File: src/rtl/irq_route_pkg.sv
package irq_route_pkg;
  localparam int DATA_W        = 32;
  localparam int CODE_W        = 4;
  localparam int FIELDS_PER_WD = DATA_W / CODE_W;
  localparam int BANK_LG       = 5;   // bytes per bank window = 2**BANK_LG
  localparam int WORD_W        = 3;   // word index inside a bank window
  localparam int WORD_MASK     = 0;
  localparam int WORD_STAT     = 1;
  localparam int WORD_ROUTE0   = 2;
endpackage

File: src/rtl/irq_rst_sync.sv
module irq_rst_sync (
  input  logic clk,
  input  logic rst_n,
  output logic rst_q_n
);
  logic stage1_q;
  logic stage2_q;

  always_ff @(posedge clk or negedge rst_n) begin
    if (!rst_n) begin
      stage1_q <= 1'b0;
      stage2_q <= 1'b0;
    end else begin
      stage1_q <= 1'b1;
      stage2_q <= stage1_q;
    end
  end

  assign rst_q_n = stage2_q;
endmodule

File: src/rtl/irq_lvl_sync.sv
module irq_lvl_sync #(
  parameter int W = 32
) (
  input  logic         clk,
  input  logic         rst_n,
  input  logic [W-1:0] async_i,
  output logic [W-1:0] sync_o
);
  logic [W-1:0] meta_q;
  logic [W-1:0] hold_q;

  always_ff @(posedge clk or negedge rst_n) begin
    if (!rst_n) begin
      meta_q <= '0;
      hold_q <= '0;
    end else begin
      meta_q <= async_i;
      hold_q <= meta_q;
    end
  end

  assign sync_o = hold_q;
endmodule

File: src/rtl/irq_bank.sv
module irq_bank
  import irq_route_pkg::*;
#(
  parameter int N_IN  = 32,
  parameter int N_OUT = 15
) (
  input  logic                     clk,
  input  logic                     rst_n,
  input  logic                     wr_en,
  input  logic [WORD_W-1:0]        wr_word,
  input  logic [DATA_W-1:0]        wr_data,
  input  logic [N_IN-1:0]          lvl,
  output logic [N_IN-1:0]          mask_o,
  output logic [N_IN*CODE_W-1:0]   route_o,
  output logic [N_OUT-1:0]         irq_o
);
  localparam int ROUTE_WORDS = N_IN / FIELDS_PER_WD;

  logic [N_IN-1:0]        mask_q, mask_d;
  logic [N_IN*CODE_W-1:0] route_q, route_d;
  logic [N_OUT-1:0]       out_q, out_d;

  // Next state of the configuration registers
  always_comb begin
    mask_d  = mask_q;
    route_d = route_q;
    if (wr_word == WORD_W'(WORD_MASK)) begin
      mask_d = wr_data[N_IN-1:0];
    end
    for (int r = 0; r < ROUTE_WORDS; r++) begin
      if (wr_word == WORD_W'(WORD_ROUTE0 + r)) begin
        for (int j = 0; j < FIELDS_PER_WD; j++) begin
          // first route word carries the highest inputs
          route_d[CODE_W*((ROUTE_WORDS-1-r)*FIELDS_PER_WD + j) +: CODE_W] =
            wr_data[CODE_W*j +: CODE_W];
        end
      end
    end
  end

  // Next state of the output lines
  always_comb begin
    out_d = '0;
    for (int k = 0; k < N_OUT; k++) begin
      for (int n = 0; n < N_IN; n++) begin
        if (lvl[n] && mask_q[n] &&
            route_q[CODE_W*n +: CODE_W] == CODE_W'(k + 1)) begin
          out_d[k] = 1'b1;
        end
      end
    end
  end

  always_ff @(posedge clk or negedge rst_n) begin
    if (!rst_n) begin
      mask_q  <= '0;
      route_q <= '0;
    end else if (wr_en) begin
      mask_q  <= mask_d;
      route_q <= route_d;
    end
  end

  always_ff @(posedge clk or negedge rst_n) begin
    if (!rst_n) begin
      out_q <= '0;
    end else begin
      out_q <= out_d;
    end
  end

  assign mask_o  = mask_q;
  assign route_o = route_q;
  assign irq_o   = out_q;
endmodule

File: src/rtl/irq_route_ctrl.sv
module irq_route_ctrl
  import irq_route_pkg::*;
#(
  parameter int N_IN   = 32,
  parameter int N_OUT  = 15,
  parameter int N_BANK = 2,
  parameter int ADDR_W = 8
) (
  input  logic                    clk,
  input  logic                    rst_n,
  input  logic                    bus_wr,
  input  logic                    bus_rd,
  input  logic [ADDR_W-1:0]       bus_addr,
  input  logic [DATA_W-1:0]       bus_wdata,
  output logic [DATA_W-1:0]       bus_rdata,
  input  logic [N_IN-1:0]         irq_in,
  output logic [N_BANK*N_OUT-1:0] irq_out
);
  localparam int ROUTE_WORDS = N_IN / FIELDS_PER_WD;
  localparam int SEL_W       = ADDR_W - BANK_LG;

  logic                   rst_q_n;
  logic [N_IN-1:0]        lvl_q;
  logic [SEL_W-1:0]       bank_sel;
  logic [WORD_W-1:0]      word_sel;
  logic [N_IN-1:0]        mask_all  [N_BANK];
  logic [N_IN*CODE_W-1:0] route_all [N_BANK];
  logic [N_BANK*N_IN-1:0] mask_flat;
  logic [DATA_W-1:0]      rdata_q, rdata_d;

  assign bank_sel = bus_addr[ADDR_W-1:BANK_LG];
  assign word_sel = bus_addr[BANK_LG-1:2];

  irq_rst_sync u_rst (
    .clk     (clk),
    .rst_n   (rst_n),
    .rst_q_n (rst_q_n)
  );

  irq_lvl_sync #(.W(N_IN)) u_sync (
    .clk     (clk),
    .rst_n   (rst_q_n),
    .async_i (irq_in),
    .sync_o  (lvl_q)
  );

  for (genvar b = 0; b < N_BANK; b++) begin : g_bank
    logic bank_wr;
    assign bank_wr = bus_wr && (bank_sel == SEL_W'(b));

    irq_bank #(.N_IN(N_IN), .N_OUT(N_OUT)) u_bank (
      .clk     (clk),
      .rst_n   (rst_q_n),
      .wr_en   (bank_wr),
      .wr_word (word_sel),
      .wr_data (bus_wdata),
      .lvl     (lvl_q),
      .mask_o  (mask_all[b]),
      .route_o (route_all[b]),
      .irq_o   (irq_out[b*N_OUT +: N_OUT])
    );

    assign mask_flat[b*N_IN +: N_IN] = mask_all[b];
  end

  // Read data selection
  always_comb begin
    rdata_d = '0;
    if (bus_rd) begin
      for (int b = 0; b < N_BANK; b++) begin
        if (bank_sel == SEL_W'(b)) begin
          if (word_sel == WORD_W'(WORD_MASK)) begin
            rdata_d[N_IN-1:0] = mask_all[b];
          end
          if (word_sel == WORD_W'(WORD_STAT)) begin
            rdata_d[N_IN-1:0] = lvl_q;
          end
          for (int r = 0; r < ROUTE_WORDS; r++) begin
            if (word_sel == WORD_W'(WORD_ROUTE0 + r)) begin
              for (int j = 0; j < FIELDS_PER_WD; j++) begin
                rdata_d[CODE_W*j +: CODE_W] =
                  route_all[b][CODE_W*((ROUTE_WORDS-1-r)*FIELDS_PER_WD + j) +: CODE_W];
              end
            end
          end
        end
      end
    end
  end

  always_ff @(posedge clk or negedge rst_q_n) begin
    if (!rst_q_n) begin
      rdata_q <= '0;
    end else begin
      rdata_q <= rdata_d;
    end
  end

  assign bus_rdata = rdata_q;
endmodule

File: config.mk
export PLATFORM = sky130hd
export DESIGN_NAME = irq_route_ctrl
export DESIGN_NICKNAME = d
export VERILOG_FILES = /design/src/rtl/irq_route_pkg.sv /design/src/rtl/irq_rst_sync.sv /design/src/rtl/irq_lvl_sync.sv /design/src/rtl/irq_bank.sv /design/src/rtl/irq_route_ctrl.sv
export SDC_FILE = /design/constraint.sdc
export NUM_CORES = 2
export LEC_CHECK = 0
export BUFFER_PORTS_ARGS = -buffer_cell sky130_fd_sc_hd__buf_2
export CORE_MARGIN = 10
export CORE_UTILIZATION = 27
export CTS_CLUSTER_DIAMETER = 40
export DETAILED_ROUTE_END_ITERATION = 12
export PLACE_DENSITY = 0.42
export SETUP_SLACK_MARGIN = 0.05
export SLEW_MARGIN = 25
export SYNTH_ARGS = -nofsm -noshare
export SYNTH_HDL_FRONTEND = slang
export SYNTH_SLANG_ARGS = --single-unit
File: constraint.sdc
create_clock -name clk -period 42.8 [get_ports clk]
set_clock_uncertainty 0.15 [all_clocks]
set_input_delay 2.14 -clock clk [delete_from_list [all_inputs] [get_ports clk]]
set_output_delay 2.14 -clock clk [all_outputs]
set_load 0.02 [all_outputs]
==> reports/results.txt <==
HP Start - u_sync.meta_q[26]$_DFF_PN0_
Combinational share of power - 15.7%
Core box area - 103,000 um2
Inst Count DP - 4,343
Synth Area per Inst - 9.42 um2
Count leader, synth - dfrtp_1
Clock Path Buffers - 3
Cells after synthesis - 2,978
Post-synth top flop - dfrtp_1
CTS buffer count - 88
Max IR drop VDD - 40.5 uV
P_leak - 12.8 nW
Quantity of gates resized following cts - 0
P per Cell Area - 48.0 nW/um2
CP Launch Type - primary input
Critical path arrival - 5.73 ns
Post-Layout Cell Count - 4,515
RSZ-0062 raised after global routing - false
Initial Utilization - 27.1%
Worst-margin pin slew - 1.30 ns
FF-to-FF path depth - 5
Top-area cell type share of the netlist area - 40.0%
Seq/Total Area, Yosys - 40.0%
Final setup violation count - 0
Antenna-violating nets left - 0
FMAX - 0.188 GHz
Clock network fraction of design power - 46.1%
Yosys reg bits - 448
GR Util All Layers - 34.8%
DR DRC count - 0
Vias/cell - 6.69
# rows - 118
Iter 0 DRT Violations - 4,567
Worst skew pair latency - 0.67 ns
Hold Crit Depth - 0
Total Nets Final - 3,129
Most common library cells after synthesis - 448 x dfrtp_1, 335 x mux2_2, 283 x o22ai_1
Top cell type by total area after synthesis - dfrtp_1
Post-route minimum period - 5.32 ns
Mapped Nets - 3,054
WS Path Type - in2reg
Clk slew on worst S/H paths - 0.05 ns
Total wire length - 212,000 um
Die area - 117,000 um2
Mapped Area - 28,000 um2
Vias in the first global route - 27,700
Max Cap Violations - 0
Chip Height - 342 um
Final Slew Violations - 0
Period utilization - 12.4%
Initial antenna violation count - 23
TritonCTS clock tree - built
Netlist cell types - 56
Switching Share - 35.4%
Largest stage delay on the critical path - 0.72 ns
Crit-path most repeated cell - buf_4
Port-buffer cells - 135
Area growth syn-to-layout - 18.1%
Crit path cell chain - buf_2 > buf_4 > buf_4 > nand2_2 > nor2_4 > buf_4 > mux2_2
Share of cells above drive strength 1 - 23.2%
Post-DP HPWL - 167,000 um
Hold crit path type - reg2reg
Slew HR - 12.7%
Worst Slack Setup Final - 37.48 ns
Worst-path maximum fanout - 38
Hold-fix buffers, CTS - 0
Switching power of the nets - 0.562 mW
Largest net degree at the start of global routing - 142
Routability cong. - 1.11
Top post-synthesis cells by area - dfrtp_1 40%, mux2_2 13%, o22ai_1 6.3%
Via count - 30,200
Ys async rst share - 100%
Hold Path End - u_sync.sync_o[26]$_DFF_PN0_
Post-synth EDFFs - 0
Remaining global-route overflow - 0
Status - complete, no violations
Worst R2R Start - u_sync.sync_o[25]$_DFF_PN0_
CP bufs+invs - 4
Int Pwr - 1.03 mW
Crit end category - register
R2R Setup Slk - 39.17 ns
Drt pass-1 iters - 6
CTS Root Cell - clkbuf_16
Reg2reg end - g_bank[1].u_bank.irq_o[14]$_DFF_PN0_
CTS H-Tree Depth - 3
Die W - 342 um
Clock Sinks - 448
Fin Hold WS - 0.190 ns
Dpl ws - 36.91 ns
Total negative slack - 0 ns
WL/cell - 46.9 um
Endpoints failing hold - 0
Wire length of the first global-routing pass - 275,000 um
Reg power frac - 38.2%
I/O pin total - 138
Ys Warns - 0
Post-CTS Setup Bufs - 0
WP data required - 43.21 ns
Power Total - 1.59 mW
Critical path's top delay family - buffers and inverters
CP max stage cell - nand2_2
placed cells by master (no fill, tap or decap), types with 8 or more instances in the layout:
master and n:
clkbuf_8 15, o22ai_1 283, clkinv_4 9, a32oi_1 25, bufinv_16 10, nor4_1 264
nand4b_1 127, dfrtp_1 446, nand3_1 32, or2_2 8, buf_2 133, nand4_1 94
mux2i_1 46, clkinvlp_4 10, o32a_1 8, and4_1 8, nand2_1 146, clkbuf_16 89
or4_1 23, o21ai_1 9, o221ai_1 32, clkinv_2 10, o32ai_1 25, a21oi_1 97
nor4_2 8, nor2b_1 50, o21ai_0 146, inv_6 11, buf_4 53, nor2_1 166
clkbuf_1 8, mux2_2 335, nor3_1 184, nand2b_1 129, mux2_1 9
state kept, by name, summed over array words and instances, names as in the netlist:
signal and cells:
g_bank.u_bank.mask_o 64, u_rst.stage1_q 1, g_bank.u_bank.route_o 256, bus_rdata 32, u_rst.rst_q_n 1, g_bank.u_bank.irq_o 30, u_sync.meta_q 32, u_sync.sync_o 32
how the worst max path moves through the flow:
stage,depth (start not counted),slack (ns),endpoint,startpoint
finish,7,37.48,g_bank[1].u_bank.route_o[59]$_DFFE_PN0P_,bus_addr[4]
global route,7,37.50,g_bank[1].u_bank.route_o[56]$_DFFE_PN0P_,bus_addr[4]
CTS,7,37.64,g_bank[1].u_bank.route_o[59]$_DFFE_PN0P_,bus_addr[4]
detailed placement,7,36.91,g_bank[1].u_bank.route_o[59]$_DFFE_PN0P_,bus_addr[4]
global placement,7,36.92,g_bank[1].u_bank.route_o[54]$_DFFE_PN0P_,bus_addr[4]
floorplan,0,29.24,bus_rdata[0]$_DFF_PN0_,u_rst.rst_q_n$_DFF_PN0_
per-layer routing:
metal,routed length [um],GRT usage [%],part of all wire (%),up-vias
li1,-,-,-,11900
met1,99600,52.4,47,15900
met2,82800,47.1,39,2013
met3,21200,8.50,10,335
met4,8310,12.2,3.9,16
met5,111,0,0.052,-
metrics by stage:
stage | instance area [um2] | utilization (%)
final | 33100 | 32.1
after global routing | 33100 | 32.0
after CTS | 33100 | 32.0
after detailed placement | 30000 | 29.0
after global placement | 29900 | 29.0
after floorplan | 28000 | -
power by group through the flow:
stage / Clock (mW) / Combinational, mW / Sequential, mW
2_1_floorplan: 0 / 0.136 / 0.545
3_3_place_gp: 0 / 0.242 / 0.604
3_5_place_dp: 0 / 0.240 / 0.605
4_1_cts: 0.747 / 0.241 / 0.599
5_1_grt: 0.765 / 0.255 / 0.610
6_report: 0.733 / 0.249 / 0.607
area by class of cell:
cell class / count / area [um2]
Clock buffer: 112 / 2460
Inverter: 5 / 18.8
Clock inverter: 53 / 661
Antenna cell: 7 / 17.5
Timing Repair Buffer: 189 / 1110
Tap cell: 1380 / 1730
Sequential cell: 448 / 11200
Multi-Input combinational cell: 2321 / 15900
Fill cell: 11000 / 70200
kinds of logic after synthesis:
kind of cell | after synthesis | synth area share (%)
simple gates | 1286 | 26.6
compound gates | 644 | 14.2
mux | 390 | 15.5
flops | 448 | 40.0
buf+inv | 209 | 3.71
other cells | 1 | 0.0134
No activity file was read; power rests on OpenSTA's default activity.
